[src/rtl/remap_pkg.sv]
package remap_pkg;
  localparam int WIN_SEL_W = 3;
  localparam int REG_W     = 8;

  typedef struct packed {
    logic                 overlayEn;
    logic [WIN_SEL_W-1:0] winSel;
  } remapCfg_t;
endpackage

[src/rtl/remap_ctrl.sv]
module remap_ctrl
  import remap_pkg::*;
(
  input  logic             clk,
  input  logic             rstN,
  input  logic             hwStandby,
  input  logic             swStandby,
  input  logic             errSet,
  input  logic             regWrEn,
  input  logic [REG_W-1:0] regWrData,
  output logic [REG_W-1:0] regRdData,
  output remapCfg_t        cfg
);
  localparam int LIVE_W  = WIN_SEL_W + 1;
  localparam int SPARE_W = REG_W - LIVE_W - 1;

  logic [LIVE_W-1:0] liveBits;
  logic              errFlag;

  always_ff @(posedge clk or negedge rstN) begin
    if (!rstN) begin
      liveBits <= '0;
      errFlag  <= 1'b0;
    end else if (hwStandby) begin
      liveBits <= '0;
      errFlag  <= 1'b0;
    end else begin
      if (regWrEn) liveBits <= regWrData[LIVE_W-1:0];
      if (errSet)  errFlag  <= 1'b1;
    end
  end

  assign regRdData     = {errFlag, {SPARE_W{1'b1}}, liveBits};
  assign cfg.overlayEn = liveBits[LIVE_W-1];
  assign cfg.winSel    = liveBits[WIN_SEL_W-1:0];

  AST_WRITE_LANDS: assert property (@(posedge clk) disable iff (!rstN)
    (regWrEn && !hwStandby) |=> (regRdData[LIVE_W-1:0] == $past(regWrData[LIVE_W-1:0])))
    else $error("write did not land");
  AST_ERR_STICKY: assert property (@(posedge clk) disable iff (!rstN)
    (regRdData[REG_W-1] && !hwStandby) |=> regRdData[REG_W-1])
    else $error("error flag dropped");
  AST_HWSTBY_CLEARS: assert property (@(posedge clk) disable iff (!rstN)
    hwStandby |=> (regRdData == {1'b0, {SPARE_W{1'b1}}, {LIVE_W{1'b0}}}))
    else $error("standby clear failed");
  AST_SWSTBY_HOLDS: assert property (@(posedge clk) disable iff (!rstN)
    (swStandby && !regWrEn && !hwStandby && !errSet) |=> $stable(regRdData))
    else $error("register changed in software standby");
endmodule

[src/rtl/remap_decode.sv]
module remap_decode
  import remap_pkg::*;
#(
  parameter int          ADDR_W     = 24,
  parameter int          OFF_W      = 9,
  parameter logic [23:0] RAM_BASE   = 24'hFFF000,
  parameter logic [23:0] FLASH_BASE = 24'h01F000
) (
  input  logic              clk,
  input  logic              rstN,
  input  remapCfg_t         cfg,
  input  logic [ADDR_W-1:0] busAddr,
  output logic              flashSel,
  output logic              ramSel,
  output logic [OFF_W-1:0]  ramOffset
);
  localparam int WIN_COUNT = 1 << WIN_SEL_W;
  localparam int REGION_LO = OFF_W + WIN_SEL_W;
  localparam logic [ADDR_W-1:0] RAM_B   = ADDR_W'(RAM_BASE);
  localparam logic [ADDR_W-1:0] FLASH_B = ADDR_W'(FLASH_BASE);

  logic                 inNative;
  logic                 inRegion;
  logic [WIN_SEL_W-1:0] winIdx;
  logic [WIN_COUNT-1:0] winHit;
  logic                 overlayHit;

  assign inNative = (busAddr[ADDR_W-1:OFF_W] == RAM_B[ADDR_W-1:OFF_W]);
  assign inRegion = (busAddr[ADDR_W-1:REGION_LO] == FLASH_B[ADDR_W-1:REGION_LO]);
  assign winIdx   = busAddr[REGION_LO-1:OFF_W];

  for (genvar w = 0; w < WIN_COUNT; w++) begin : gWin
    assign winHit[w] = cfg.overlayEn && inRegion
                     && (cfg.winSel == WIN_SEL_W'(w)) && (winIdx == WIN_SEL_W'(w));
  end

  assign overlayHit = |winHit;
  assign ramSel     = inNative || overlayHit;
  assign flashSel   = inRegion && !overlayHit;
  assign ramOffset  = ramSel ? busAddr[OFF_W-1:0] : '0;

  AST_SEL_EXCLUSIVE: assert property (@(posedge clk) disable iff (!rstN)
    !(flashSel && ramSel))
    else $error("both selects high");
  AST_OFFSET_TRACKS: assert property (@(posedge clk) disable iff (!rstN)
    ramSel |-> (ramOffset == busAddr[OFF_W-1:0]))
    else $error("offset mismatch");
  AST_DISABLED_FLASH: assert property (@(posedge clk) disable iff (!rstN)
    (!cfg.overlayEn && busAddr[ADDR_W-1:REGION_LO] == FLASH_B[ADDR_W-1:REGION_LO]) |-> flashSel)
    else $error("disabled overlay remapped");
  AST_WINDOW_ONEHOT: assert property (@(posedge clk) disable iff (!rstN)
    $onehot0(winHit))
    else $error("several windows hit");
endmodule

[src/rtl/flash_overlay_remap.sv]
module flash_overlay_remap
  import remap_pkg::*;
#(
  parameter int          ADDR_W     = 24,
  parameter int          OFF_W      = 9,
  parameter logic [23:0] RAM_BASE   = 24'hFFF000,
  parameter logic [23:0] FLASH_BASE = 24'h01F000
) (
  input  logic              clk,
  input  logic              rstN,
  input  logic              hwStandby,
  input  logic              swStandby,
  input  logic              errSet,
  input  logic              regWrEn,
  input  logic [REG_W-1:0]  regWrData,
  output logic [REG_W-1:0]  regRdData,
  input  logic [ADDR_W-1:0] busAddr,
  output logic              flashSel,
  output logic              ramSel,
  output logic [OFF_W-1:0]  ramOffset
);
  remapCfg_t cfg;

  remap_ctrl uCtrl (
    .clk(clk), .rstN(rstN), .hwStandby(hwStandby), .swStandby(swStandby),
    .errSet(errSet), .regWrEn(regWrEn), .regWrData(regWrData),
    .regRdData(regRdData), .cfg(cfg)
  );

  remap_decode #(
    .ADDR_W(ADDR_W), .OFF_W(OFF_W), .RAM_BASE(RAM_BASE), .FLASH_BASE(FLASH_BASE)
  ) uDecode (
    .clk(clk), .rstN(rstN), .cfg(cfg), .busAddr(busAddr),
    .flashSel(flashSel), .ramSel(ramSel), .ramOffset(ramOffset)
  );
endmodule

[config.mk]
export PLATFORM = sky130hd
export DESIGN_NAME = flash_overlay_remap
export DESIGN_NICKNAME = d
export VERILOG_FILES = /design/src/rtl/remap_pkg.sv /design/src/rtl/remap_ctrl.sv /design/src/rtl/remap_decode.sv /design/src/rtl/flash_overlay_remap.sv
export SDC_FILE = /design/constraint.sdc
export NUM_CORES = 1
export LEC_CHECK = 0
export BUFFER_PORTS_ARGS = -buffer_cell sky130_fd_sc_hd__buf_4
export CAP_MARGIN = 20
export CORE_MARGIN = 1
export CORE_UTILIZATION = 30
export CTS_CLUSTER_DIAMETER = 30
export DETAILED_ROUTE_END_ITERATION = 6
export PLACE_DENSITY = 0.76
export SETUP_SLACK_MARGIN = 0.1
export SYNTH_ARGS = -nofsm -noshare
export SYNTH_HDL_FRONTEND = slang
export SYNTH_SLANG_ARGS = --single-unit
[constraint.sdc]
create_clock -name clk -period 2.1 [get_ports clk]
set_clock_uncertainty 0.1 [all_clocks]
set_input_delay 0.21 -clock clk [delete_from_list [all_inputs] [get_ports clk]]
set_output_delay 0.21 -clock clk [all_outputs]
set_load 0.005 [all_outputs]
# ---- Word level (Yosys, flattened, before mapping)
# Cells that the tools add are included.
dict set report classes {
  n_mux 5
  n_reduce_logical 25
  n_eq_ne 16
}
# cell count
set op_table {}
lappend op_table {{$eq A3 B3 Y1 const B} 8}
lappend op_table {{$logic_and A1 B1 Y1} 18}
lappend op_table {{$eq A15 B15 Y1 const B} 1}
lappend op_table {{$eq A12 B5 Y1 const B} 1}
lappend op_table {{$eq A3 B2 Y1 const B} 4}
lappend op_table {{$mux W9} 1}
lappend op_table {{$mux W4} 2}
lappend op_table {{$reduce_or A8 Y1} 1}
lappend op_table {{$eq A3 B1 Y1 const B} 2}
lappend op_table {{$logic_not A3 Y1} 2}
lappend op_table {{$reduce_bool A2 Y1} 2}
lappend op_table {{$mux W1} 2}
lappend op_table {{$logic_not A1 Y1} 1}
lappend op_table {{$logic_or A1 B1 Y1} 1}
dict set report totals {
  in_bits 38
  word_cells 48
  reg_bits 5
}

# ---- Depth between registers and ports, before layout
# Gate-level depths: netlist of the first run.
dict set report logic_depth {
  ltp_word 7
  ltp_mapped 5
  ltp_nobuf 4
}

# ---- Cells and area by module
# Synthesis of the first run repeated with hierarchy kept, for this count alone.
dict set report hier_totals {
  cells_unflattened 53
  area_unflattened_um2 483.0
}
# mod area_per_inst_um2 n_inst cells_per_inst
set by_module_without_submodules {}
lappend by_module_without_submodules {remap_ctrl 256.5 1 25}
lappend by_module_without_submodules {remap_decode 226.5 1 28}

# ---- Worst setup path after synthesis of the first run
# Ideal clock, no wire load.
dict set report synth_timing {
  path_kind {reg-to-output}
  start {register uCtrl.liveBits[2], in the netlist uCtrl.cfg[2]}
  end {output ramOffset[0]}
  n_path_buf 1
  slack_ps 459
  t_arrival_ps 1331
  path_stages_with_launch 6
  cell_sequence {dfrtp_1 > xnor2_1 > o311ai_1 > a2111o_1 > buf_6 > a21boi_1}
}
dict set report synth_via {
  elab_chain_cells 6
  elab_cells_between_ends 27
  cone_classes {7 x eq/ne; 1 x mux; 19 x reduce/logical}
}
# element line_no
set synth_lines {}
lappend synth_lines {{start: declaration} remap_ctrl.sv:17} ;# logic [LIVE_W-1:0] liveBits;
lappend synth_lines {{start signal: assignment} remap_ctrl.sv:28} ;# if (regWrEn) liveBits <= regWrData[LIVE_W-1:0];
lappend synth_lines {{$eq A3 B1 Y1, or another cell as far along} remap_decode.sv:34} ;# && (cfg.winSel == WIN_SEL_W'(w)) && (winIdx == WIN_SEL_W'(w));
lappend synth_lines {{$logic_and A1 B1 Y1 (2 in series)} remap_decode.sv:34}
lappend synth_lines {{$reduce_or A8 Y1 *} remap_decode.sv:37} ;# assign overlayHit = |winHit;
lappend synth_lines {{$logic_or A1 B1 Y1 *} remap_decode.sv:38} ;# assign ramSel = inNative || overlayHit;
lappend synth_lines {{$mux W9 *} remap_decode.sv:40} ;# assign ramOffset = ramSel ? busAddr[OFF_W-1:0] : '0;
lappend synth_lines {{end: declaration} flash_overlay_remap.sv:20} ;# output logic [OFF_W-1:0] ramOffset
# Every way passes the cells marked *; elsewhere a longest branch is shown, timed or not.

# ---- Worst setup path in the final report of the first run
dict set report layout_timing {
  start {register uCtrl.liveBits[2], in the netlist uCtrl.cfg[2]}
  end {output flashSel}
}
dict set report layout_via {
  elab_chain_cells 6
  elab_cells_between_ends 27
  cone_classes {7 x eq/ne; 20 x reduce/logical}
}
# element line_no
set layout_lines {}
lappend layout_lines {{$eq A3 B1 Y1, or another cell as far along} remap_decode.sv:34}
lappend layout_lines {{$logic_and A1 B1 Y1 (2 in series)} remap_decode.sv:34}
lappend layout_lines {{$reduce_or A8 Y1 *} remap_decode.sv:37}
lappend layout_lines {{$logic_not A1 Y1 *} remap_decode.sv:39} ;# assign flashSel = inRegion && !overlayHit;
lappend layout_lines {{$logic_and A1 B1 Y1 *} remap_decode.sv:39}
lappend layout_lines {{end: declaration} flash_overlay_remap.sv:18} ;# output logic flashSel,
# Marks and branches as above.

==> results.ini, run 1 <==
[run_status]
outcome = finished, final reports clean

[logic_synthesis]
synth-compound-area-share_pct = 23.8
syn_area_per_cell_um2 = 8.91
yosysSeqAreaShare_pct = 28.7
ys_warn_count = 0
synth_xor_area_share_pct = 2.01
ys_seq_elements = 5
synth-adder-area-share_pct = 0
synth_cell_types = 23
synthMuxAreaShare_pct = 9.17
synthCells = 49
syn_area_um2 = 437
synth-simple-area-share_pct = 24.4
synth_top_family_by_area = simple AND/OR/NAND/NOR gates

[layout]
postLayoutCoreUtil_pct = 64.5
drive_above_1_share_pct = 60.0
finish.instance_area_um2 = 861
layout.nets = 139
mostFrequentLayoutCells = 48 x buf_4, 7 x nor2_1, 7 x a21boi_1
diodes = 0
fillCellCount = 118
final_common_cell = buf_4
syn2layout_area_growth_pct = 97.1

[grt]
grt_pass1_vias = 487
grt_pass1_wl_mm = 1.92
overflow = 0
grt_max_degree = 11
grt_antenna_before_repair = 0
grt.total_usage_pct = 17.7

[critical_path]
rrSetupSlack_ns = 1.15
r2r_cells = 3
r2r_end = uCtrl.cfg[2]
cp_max_fo = 6
crit_chain = xnor2_2 > o311ai_2 > a2111o_1 > and2b_1 > buf_6
cp_num_buf_inv = 1
startpoint_type = flop
required_ns = 1.79
worstSetupPathType = reg2out
critical_path.max_stage_delay_ns = 0.47
crit_family = compound AO/OA/AOI/OAI gates
regToRegStartpoint = uCtrl.cfg[2]
end_kind = primary output
crit_arrival_ns = 1.70
critPathSlowestCell = a2111o_1

[floorplanning]
rows = 13
die_w_um = 40.2
dieArea_um2 = 1610
die_h_um = 40.2
initial_core_util_pct = 32.7
pin_count = 57
coreArea_um2 = 1330

[route]
highest_layer = met3
drtIter0Drc = 11
totalWireLength_mm = 1.32
wl_met2_um = 726
wl_met1_um = 522
ant_nets = 0
first_pass_iters = 4
num_vias = 558
wl_met3_um = 72
drc = 0
via_per_inst = 4.85
post_drt_wl_per_cell_um = 11.5

[sta]
finalSetupViolations = 0
rsz0062_at_grt = yes
setup-tns-final_ns = 0
period_needed_ns = 2.01
setup_ws_ns = 0.0919
post-route-period-util_pct = 95.6
fmax_mhz = 498
slew_violations = 0
holdWs_ns = 0.0561
hold_violations = 0

[pwr]
power_density_nw_per_um2 = 355
leakagePower_uw = 0.000446
peakVddDrop_uv = 472

[hold_path]
hold_class = in2reg
hold_end = uCtrl.cfg[0]
min-delay-start = hwStandby
hold_depth = 2

[clocking]
cts.sinks = 5
cts_max_path_buffers = 2
cts_tree = built
cts_made_buffers = 3
cts-root-buf = clkbuf_4
htreeDepth = 1
insertion_delay_ns = 0.24
path_clk_slew_ns = 0.04

[placed_design]
routabilityCongestion = 0.754
dp_slack_ns = 0.216
io_buffer_count = 48
placed_area_um2 = 778

[flow_run]
cap_violations = 0

[where the power goes]
part,switching (µW),internal [µW]
logic,27.8,61.0
clock network,36.2,71.6
registers,6.31,103
[layer usage]
| layer | up-vias | track usage [%] |
|---|---|---|
| met5 | - | 0 |
| met4 | 0 | 7.76 |
| met3 | 0 | 3.33 |
| met2 | 25 | 28.2 |
| met1 | 255 | 22.9 |
| li1 | 278 | - |
[flip-flops by register name, summed over array words and instances, names as in the netlist]
register	count
uCtrl.cfg	4
uCtrl.errFlag	1
[cell type report]
cell class                 count  area (µm²)  area share (%)
sequential                     5         126            14.7
inverter                       1        3.75           0.436
timing repair buffer          50         382            44.3
clock buffer                   4        26.3            3.05
multi-input combinational     40         304            35.3
tap                           15        18.8            2.18
[worst max-delay path by stage]
stage / from / to / slack [ns] / cells past startpoint
finish: uCtrl.cfg[2] / flashSel / 0.09 / 5
CTS: uCtrl.cfg[2] / flashSel / 0.12 / 5
floorplan: uCtrl.cfg[2] / ramOffset[0] / 0.46 / 5
global route: uCtrl.cfg[2] / flashSel / 0.04 / 5
detailed placement: uCtrl.cfg[2] / flashSel / 0.22 / 5
global placement: uCtrl.cfg[2] / flashSel / 0.23 / 5
[synthesized netlist by cell type, drive strengths merged]
library cell | count | share of area, %
nand4 | 2 | 2.9
xnor2 | 1 | 2.0
mux2i | 4 | 9.2
nor3 | 2 | 2.3
nand4b | 1 | 2.0
buf | 5 | 9.5
conb | 1 | 0.86
o21ai | 1 | 1.1
and2b | 1 | 1.7
and4 | 2 | 4.3
nand2b | 1 | 1.4
inv | 1 | 0.86
nor4 | 1 | 2.9
clkbuf | 1 | 0.86
a21boi | 10 | 18
o311ai | 1 | 2.0
dfrtp | 5 | 29
nand2 | 1 | 0.86
a2111o | 1 | 2.6
nor2 | 7 | 6.0
[stage by stage]
step           std cells  total power, µW
2_1_floorplan         51              135
3_3_place_gp         108              190
3_5_place_dp         108              192
4_1_cts              114              305
5_1_grt              115              331
6_report             115              306
[logic make-up after synthesis]
kind of cell,count (synthesis)
and+or+nand+nor,18
AOI/OAI and AO/OA,13
buffers and inverters,7
DFF,5
muxes,4
xor gates and xnor gates,1
other,1
[repair_timing]
action                                 4_1_cts  5_1_grt
gates resized for setup                      0        6
endpoints found under the hold margin        5        0
setup buffers                                0        1
setup endpoints to repair                   11        8
hold buffers                                 1        0
pin swaps                                    1        4
cloned                                       1        0
(Power assumes the default switching activity.)
==> run 2, diff against run 1 <==
--- a/config.mk
+++ b/config.mk
@@ -8,10 +8,10 @@
 export BUFFER_PORTS_ARGS = -buffer_cell sky130_fd_sc_hd__buf_4
 export CAP_MARGIN = 20
 export CORE_MARGIN = 1
-export CORE_UTILIZATION = 30
+export CORE_UTILIZATION = 27
 export CTS_CLUSTER_DIAMETER = 30
 export DETAILED_ROUTE_END_ITERATION = 6
-export PLACE_DENSITY = 0.76
+export PLACE_DENSITY = 0.72
 export SETUP_SLACK_MARGIN = 0.1
 export SYNTH_ARGS = -nofsm -noshare
 export SYNTH_HDL_FRONTEND = slang
==> constraint.sdc (replaced) <==
create_clock -name clk -period 1.7 [get_ports clk]
set_clock_uncertainty 0.1 [all_clocks]
set_input_delay 0.17 -clock clk [delete_from_list [all_inputs] [get_ports clk]]
set_output_delay 0.17 -clock clk [all_outputs]
set_load 0.005 [all_outputs]
==> results.ini, run 2 (synthesized netlist as in run 1, its figures left out) <==
[critical_path]
r2r_cells = 4  ; was 3
cp_num_buf_inv = 1  ; unchanged
crit_family = compound AO/OA/AOI/OAI gates  ; unchanged
regToRegStartpoint = uCtrl.cfg[2]  ; unchanged
rrSetupSlack_ns = 0.66  ; was 1.15 ns
worstSetupPathType = reg2out  ; unchanged
crit_chain = xnor2_2 > o311ai_2 > a2111o_1 > a21boi_1 > buf_4  ; was xnor2_2 > o311ai_2 > a2111o_1 > and2b_1 > buf_6
critPathSlowestCell = dfrtp_1  ; was a2111o_1
startpoint_type = flop  ; unchanged
critical_path.max_stage_delay_ns = 0.40  ; was 0.47 ns
cp_max_fo = 6  ; unchanged
crit_arrival_ns = 1.64  ; was 1.70 ns
required_ns = 1.43  ; was 1.79 ns
end_kind = primary output  ; unchanged
r2r_end = uCtrl.cfg[2]  ; unchanged

[floorplanning]
pin_count = 57  ; unchanged
initial_core_util_pct = 29.0  ; was 32.7%
dieArea_um2 = 1780  ; was 1610 µm²
rows = 14  ; was 13
die_h_um = 42.2  ; was 40.2 µm
die_w_um = 42.2  ; was 40.2 µm
coreArea_um2 = 1510  ; was 1330 µm²

[hold_path]
hold_end = uCtrl.cfg[1]  ; was uCtrl.cfg[0]
min-delay-start = hwStandby  ; unchanged
hold_class = in2reg  ; unchanged
hold_depth = 2  ; unchanged

[sta]
rsz0062_at_grt = yes  ; unchanged
hold_violations = 0  ; unchanged
post-route-period-util_pct = 112
period_needed_ns = 1.91
finalSetupViolations = 11  ; was 0
holdWs_ns = 0.0172  ; was 0.0561 ns
slew_violations = 0  ; unchanged
setup_ws_ns = -0.209  ; was 0.0919 ns
fmax_mhz = 524

[clocking]
cts_max_path_buffers = 2  ; unchanged
cts_made_buffers = 3  ; unchanged
cts-root-buf = clkbuf_4  ; unchanged
insertion_delay_ns = 0.24  ; about the same
cts_tree = built  ; unchanged
htreeDepth = 1  ; unchanged
cts.sinks = 5  ; unchanged
path_clk_slew_ns = 0.05  ; was 0.04 ns

[layout]
final_common_cell = buf_4  ; unchanged
layout.nets = 143  ; was 139
diodes = 0  ; unchanged
drive_above_1_share_pct = 60.6  ; was 60.0%
mostFrequentLayoutCells = 52 x buf_4, 8 x a21boi_1, 7 x nor2_1  ; was 48 x buf_4, 7 x nor2_1, 7 x a21boi_1
finish.instance_area_um2 = 888  ; was 861 µm²
regArea_um2 = 126  ; unchanged
syn2layout_area_growth_pct = 103  ; was 97.1%
multiInputGateArea_um2 = 300  ; was 304 µm²
largest_reg_flops = 4  ; unchanged
fillCellCount = 143  ; was 118

[route]
drtIter0Drc = 8  ; was 11
via_per_inst = 4.85  ; about the same
ant_nets = 0  ; unchanged
post_drt_wl_per_cell_um = 11.8  ; was 11.5 µm
totalWireLength_mm = 1.41  ; was 1.32 mm
num_vias = 582  ; was 558
first_pass_iters = 4  ; unchanged
drc = 0  ; unchanged

[flow_run]
cap_violations = 0  ; unchanged

[grt]
grtUsageMet3_pct = 4.74  ; was 3.33%
grt_pass1_wl_mm = 2.43  ; was 1.92 mm
grt_antenna_before_repair = 0  ; unchanged
grt_util_met1_pct = 17.7  ; was 22.9%
grt.total_usage_pct = 17.4  ; was 17.7%
grt_pass1_vias = 599  ; was 487
grt_max_degree = 11  ; unchanged
top_usage_layer = met2  ; unchanged
use_met2_pct = 32.6  ; was 28.2%
overflow = 0  ; unchanged

[pwr]
peakVddDrop_uv = 385  ; was 472 µV
power_density_nw_per_um2 = 441  ; was 355 nW/µm²
leakagePower_uw = 0.000466  ; was 0.000446 µW

[run_status]
outcome = finished, violations left  ; was finished, final reports clean
violations = negative setup slack

[placed_design]
io_buffer_count = 48  ; unchanged
placed_area_um2 = 810  ; was 778 µm²
routabilityCongestion = 0.658  ; was 0.754

[run 2: changes by cell type in the layout (fill, tap and decap cells not counted)]
cell      delta
buf_4        +4
a21boi_1     +1
a21boi_2     -1
o21ai_0      -1
o21ai_1      +1
[run 2: what timing repair did]
item | in CTS | in global routing
buffers inserted | 1 | 0
hold endpoints to repair | 5 | 0
setup endpoints to repair | 11 | 11
hold buffers | 1 | 0
pin swaps | 6 | 1
gates cloned | 1 | 0
gates resized for setup | 4 | 2
[run 2: final cells by class]
| class | count | share of cell area [%] |
|---|---|---|
| Inverter | 1 | 0.423 |
| Sequential cell | 5 | 14.2 |
| Timing Repair Buffer | 54 | 46.3 |
| Multi-Input combinational cell | 40 | 33.8 |
| Clock buffer | 4 | 2.96 |
| Tap cell | 16 | 2.25 |
[run 2: stage by stage]
| stage | setup TNS (ns) | utilization [%] | instances | worst slack (ns) | total power, µW |
|---|---|---|---|---|---|
| detailed placement | -0.844 | 53.7 | 113 | -0.131 | 241 |
| floorplan | 0 | - | 51 | 0.0987 | 167 |
| finish | -1.78 | 59.0 | 120 | -0.209 | 391 |
| global route | -2.96 | 59.0 | 120 | -0.321 | 414 |
| CTS | -2.32 | 58.2 | 120 | -0.253 | 395 |
| global placement | -0.521 | 53.7 | 113 | -0.0931 | 238 |
[run 2: worst max-delay path by stage]
stage                       from      endpoint  slack (ns)  depth (start not counted)
CTS                 uCtrl.cfg[2]      flashSel       -0.25                          5
finish              uCtrl.cfg[2]  ramOffset[2]       -0.21                          5
global placement    uCtrl.cfg[2]      flashSel       -0.09                          5
global route        uCtrl.cfg[1]  ramOffset[3]       -0.32                          4
detailed placement  uCtrl.cfg[2]      flashSel       -0.13                          5
floorplan           uCtrl.cfg[2]  ramOffset[0]         0.1                          5
[run 2: metal layers]
| layer | share of wire (%) | wire (µm) |
|---|---|---|
| met4 | 0 | 0 |
| met3 | 11 | 154 |
| met5 | 0 | 0 |
| met1 | 35 | 498 |
| met2 | 54 | 756 |
[run 2: worst reg2reg max path: stages, from the launching register on]
cell	delay [ns]
dfrtp_1	0.40
buf_4	0.14
buf_4	0.13
mux2i_1	0.11
nor2_1	0.05
[run 2: power breakdown]
part	internal [µW]	switching (µW)
Clock	89.0	51.8
Combinational	78.8	37.5
Sequential	127	7.71
Total	294	97.0
==> run 3, diff against run 2 <==
--- a/config.mk
+++ b/config.mk
@@ -5,13 +5,14 @@
 export SDC_FILE = /design/constraint.sdc
 export NUM_CORES = 1
 export LEC_CHECK = 0
+export ABC_AREA = 1
 export BUFFER_PORTS_ARGS = -buffer_cell sky130_fd_sc_hd__buf_4
 export CAP_MARGIN = 20
 export CORE_MARGIN = 1
-export CORE_UTILIZATION = 27
+export CORE_UTILIZATION = 28
 export CTS_CLUSTER_DIAMETER = 30
 export DETAILED_ROUTE_END_ITERATION = 6
-export PLACE_DENSITY = 0.72
+export PLACE_DENSITY = 0.73
 export SETUP_SLACK_MARGIN = 0.1
 export SYNTH_ARGS = -nofsm -noshare
 export SYNTH_HDL_FRONTEND = slang
==> results.ini, run 3 <==
[placed_design]
dp_slack_ns = 0.197  ; was -0.131 ns
dpl.hpwl_mm = 1.17
routabilityCongestion = 0.757  ; was 0.658
io_buffer_count = 48  ; unchanged

[clocking]
cts_max_path_buffers = 2  ; unchanged
cts.sinks = 5  ; unchanged
path_clk_slew_ns = 0.05  ; about the same
cts_made_buffers = 3  ; unchanged
htreeDepth = 1  ; unchanged
cts-root-buf = clkbuf_4  ; unchanged
cts_tree = built  ; unchanged
insertion_delay_ns = 0.24  ; about the same

[floorplanning]
die_h_um = 42.6  ; was 42.2 µm
die_w_um = 42.6  ; was 42.2 µm
initial_core_util_pct = 30.3  ; was 29.0%
pin_count = 57  ; unchanged
coreArea_um2 = 1520  ; was 1510 µm²
rows = 14  ; unchanged
dieArea_um2 = 1820  ; was 1780 µm²

[run_status]
violations = negative setup slack  ; unchanged
outcome = finished, violations left  ; unchanged

[layout]
final_common_cell = buf_4  ; unchanged
drive_above_1_share_pct = 51.8  ; was 60.6%
mostFrequentLayoutCells = 53 x buf_4, 16 x inv_1, 12 x nand2_1  ; was 52 x buf_4, 8 x a21boi_1, 7 x nor2_1
diodes = 0  ; unchanged
layout.nets = 176  ; was 143
largest_reg_flops = 4  ; unchanged
syn2layout_area_growth_pct = 108  ; was 103%

[hold_path]
hold_end = uCtrl.errFlag  ; was uCtrl.cfg[1]
hold_class = in2reg  ; unchanged
min-delay-start = errSet  ; was hwStandby
hold_depth = 3  ; was 2

[critical_path]
crit_chain = inv_2 > a21oi_2 > nand3_2 > nor2_4 > nand2_4 > a21oi_2 > buf_4  ; was xnor2_2 > o311ai_2 > a2111o_1 > a21boi_1 > buf_4
end_kind = primary output  ; unchanged
startpoint_type = flop  ; unchanged
critical_path.max_stage_delay_ns = 0.37  ; was 0.40 ns
regToRegStartpoint = uCtrl.cfg[2]  ; unchanged
crit_family = flip-flops  ; was compound AO/OA/AOI/OAI gates
cp_max_fo = 5  ; was 6
crit_top_cell = a21oi_2
crit_arrival_ns = 1.48  ; was 1.64 ns
worstSetupPathType = reg2out  ; unchanged
critPathSlowestCell = dfrtp_1  ; unchanged
r2r_end = uCtrl.cfg[2]  ; unchanged
cp_num_buf_inv = 2  ; was 1
required_ns = 1.43  ; about the same
rrSetupSlack_ns = 0.81  ; was 0.66 ns
r2r_cells = 3  ; was 4

[grt]
grt_pass1_vias = 596  ; was 599
grt_antenna_before_repair = 0  ; unchanged
grt.total_usage_pct = 17.6  ; was 17.4%
grt_pass1_wl_mm = 2.43  ; unchanged
overflow = 0  ; unchanged
grt_max_degree = 11  ; unchanged

[route]
num_vias = 691  ; was 582
drtIter0Drc = 7  ; was 8
ant_nets = 0  ; unchanged
totalWireLength_mm = 1.63  ; was 1.41 mm
post_drt_wl_per_cell_um = 10.6  ; was 11.8 µm
drc = 0  ; unchanged
via_per_inst = 4.52  ; was 4.85
first_pass_iters = 4  ; unchanged

[sta]
post-route-period-util_pct = 103  ; was 112%
period_needed_ns = 1.75  ; was 1.91 ns
finalSetupViolations = 9  ; was 11
setup_ws_ns = -0.0532  ; was -0.209 ns
slew_violations = 0  ; unchanged
fmax_mhz = 570  ; was 524 MHz
rsz0062_at_grt = yes  ; unchanged
holdWs_ns = 0.0574  ; was 0.0172 ns
hold_violations = 0  ; unchanged

[logic_synthesis]
syn_area_um2 = 462  ; was 437 µm²
synthCells = 78  ; was 49
ys_seq_elements = 5  ; unchanged
syn_area_per_cell_um2 = 5.92  ; was 8.91 µm²
yosys.area.top_type = dfrtp_1  ; unchanged
synth_cell_types = 14  ; was 23
synth_top_cell_area_share_pct = 27.1  ; was 28.7%
yosysSeqAreaShare_pct = 27.1  ; was 28.7%
synth_flop_cell = dfrtp_1  ; unchanged
synth_enable_flop_cells = 0  ; unchanged
yosysMostFrequentCell = inv_1  ; was a21boi_1
synth.area.top_cells = dfrtp_1 27%, inv_1 15%, a21oi_1 11%, nand2_1 11%, nor2_1 7.3%  ; was dfrtp_1 29%, a21boi_1 15%, mux2i_1 9.2%, buf_4 6.9%, nor2_1 6.0%
synthArstFlopShare_pct = 100  ; unchanged
synth_common_cells = 18 x inv_1, 13 x nand2_1, 10 x a21oi_1  ; was 9 x a21boi_1, 7 x nor2_1, 5 x dfrtp_1
ys_warn_count = 0  ; unchanged

[pwr]
peakVddDrop_uv = 556  ; was 385 µV
power_density_nw_per_um2 = 423  ; was 441 nW/µm²
leakagePower_uw = 0.000569  ; was 0.000466 µW

[flow_run]
cap_violations = 0  ; unchanged

==> run 3: cell count changes after synthesis, moves of 3 or more <==
cell	previous run	this run
inv_1	1	18
nand2_1	1	13
a21oi_1	0	10
a21boi_1	9	0
nand3_1	0	6
mux2i_1	4	0
o21ai_0	1	4
==> run 3: worst max path at each step <==
| stage | start | to | slack (ns) | depth (start not counted) |
|---|---|---|---|---|
| 6_report | uCtrl.cfg[2] | ramOffset[5] | -0.05 | 7 |
| 5_1_grt | uCtrl.cfg[2] | ramOffset[6] | -0.13 | 7 |
| 4_1_cts | uCtrl.cfg[0] | ramOffset[5] | -0.03 | 9 |
| 3_5_place_dp | uCtrl.cfg[1] | ramOffset[5] | 0.20 | 9 |
| 3_3_place_gp | uCtrl.cfg[1] | ramOffset[2] | 0.25 | 9 |
| 2_1_floorplan | uCtrl.cfg[1] | ramOffset[0] | 0.41 | 8 |
==> run 3: area by class of cell <==
class                           instances  area [µm²]
Sequential cell                         5         125
Tap cell                               16        20.0
Timing Repair Buffer                   56         429
Multi-Input combinational cell         54         294
Inverter                               18        67.6
Fill cell                             130         562
Clock buffer                            4        26.3
==> run 3: per-stage QoR <==
stage / power [µW] / util (%) / cell area, µm² / TNS [ns] / cells
final: 407 / 63.1 / 962 / -0.329 / 153
after global routing: 429 / 63.1 / 962 / -1.16 / 153
after CTS: 406 / 61.6 / 938 / -0.0891 / 151
after detailed placement: 244 / 53.8 / 820 / 0 / 140
after global placement: 241 / 53.8 / 820 / 0 / 140
after floorplan: 172 / - / 469 / 0 / 80
==> run 3: kinds of logic (layout without fill, tap and decap cells) <==
family,after synthesis,after routing,share of synthesized area (%)
AOI/OAI and AO/OA,14,14,15.2
buffers and inverters,22,78,21.1
DFF,5,5,27.1
other,1,3,0.812
and+or+nand+nor,36,37,35.8
==> run 3: worst register-to-register path, cell delays in order (launching register included) <==
cell and delay (ns):
dfrtp_1 0.37, inv_2 0.06, buf_4 0.13, o21ai_0 0.14
==> run 3: what timing repair did <==
item                                   in CTS  in global routing
setup endpoints to repair                  10                 11
resized for setup                          10                  3
setup buffers                               4                  2
hold buffers                                2                  0
endpoints found under the hold margin       6                  0
pin swaps                                   7                  2
cloned                                      1                  0
==> run 3: power breakdown <==
part / leakage [µW] / internal [µW] / switching, µW / total (µW)
Combinational: 0.000489 / 80.9 / 51.7 / 133
Sequential: 0.0000657 / 126 / 5.71 / 132
Clock: 0.0000150 / 89.0 / 53.3 / 142
==> run 3: routing by layer <==
| layer | part of all wire, % | vias up | global-route usage (%) |
|---|---|---|---|
| met1 | 40 | 309 | 18.9 |
| li1 | - | 357 | - |
| met5 | 0 | - | 0 |
| met2 | 54 | 25 | 32.3 |
| met4 | 0 | 0 | 5.63 |
| met3 | 5.8 | 0 | 5.60 |
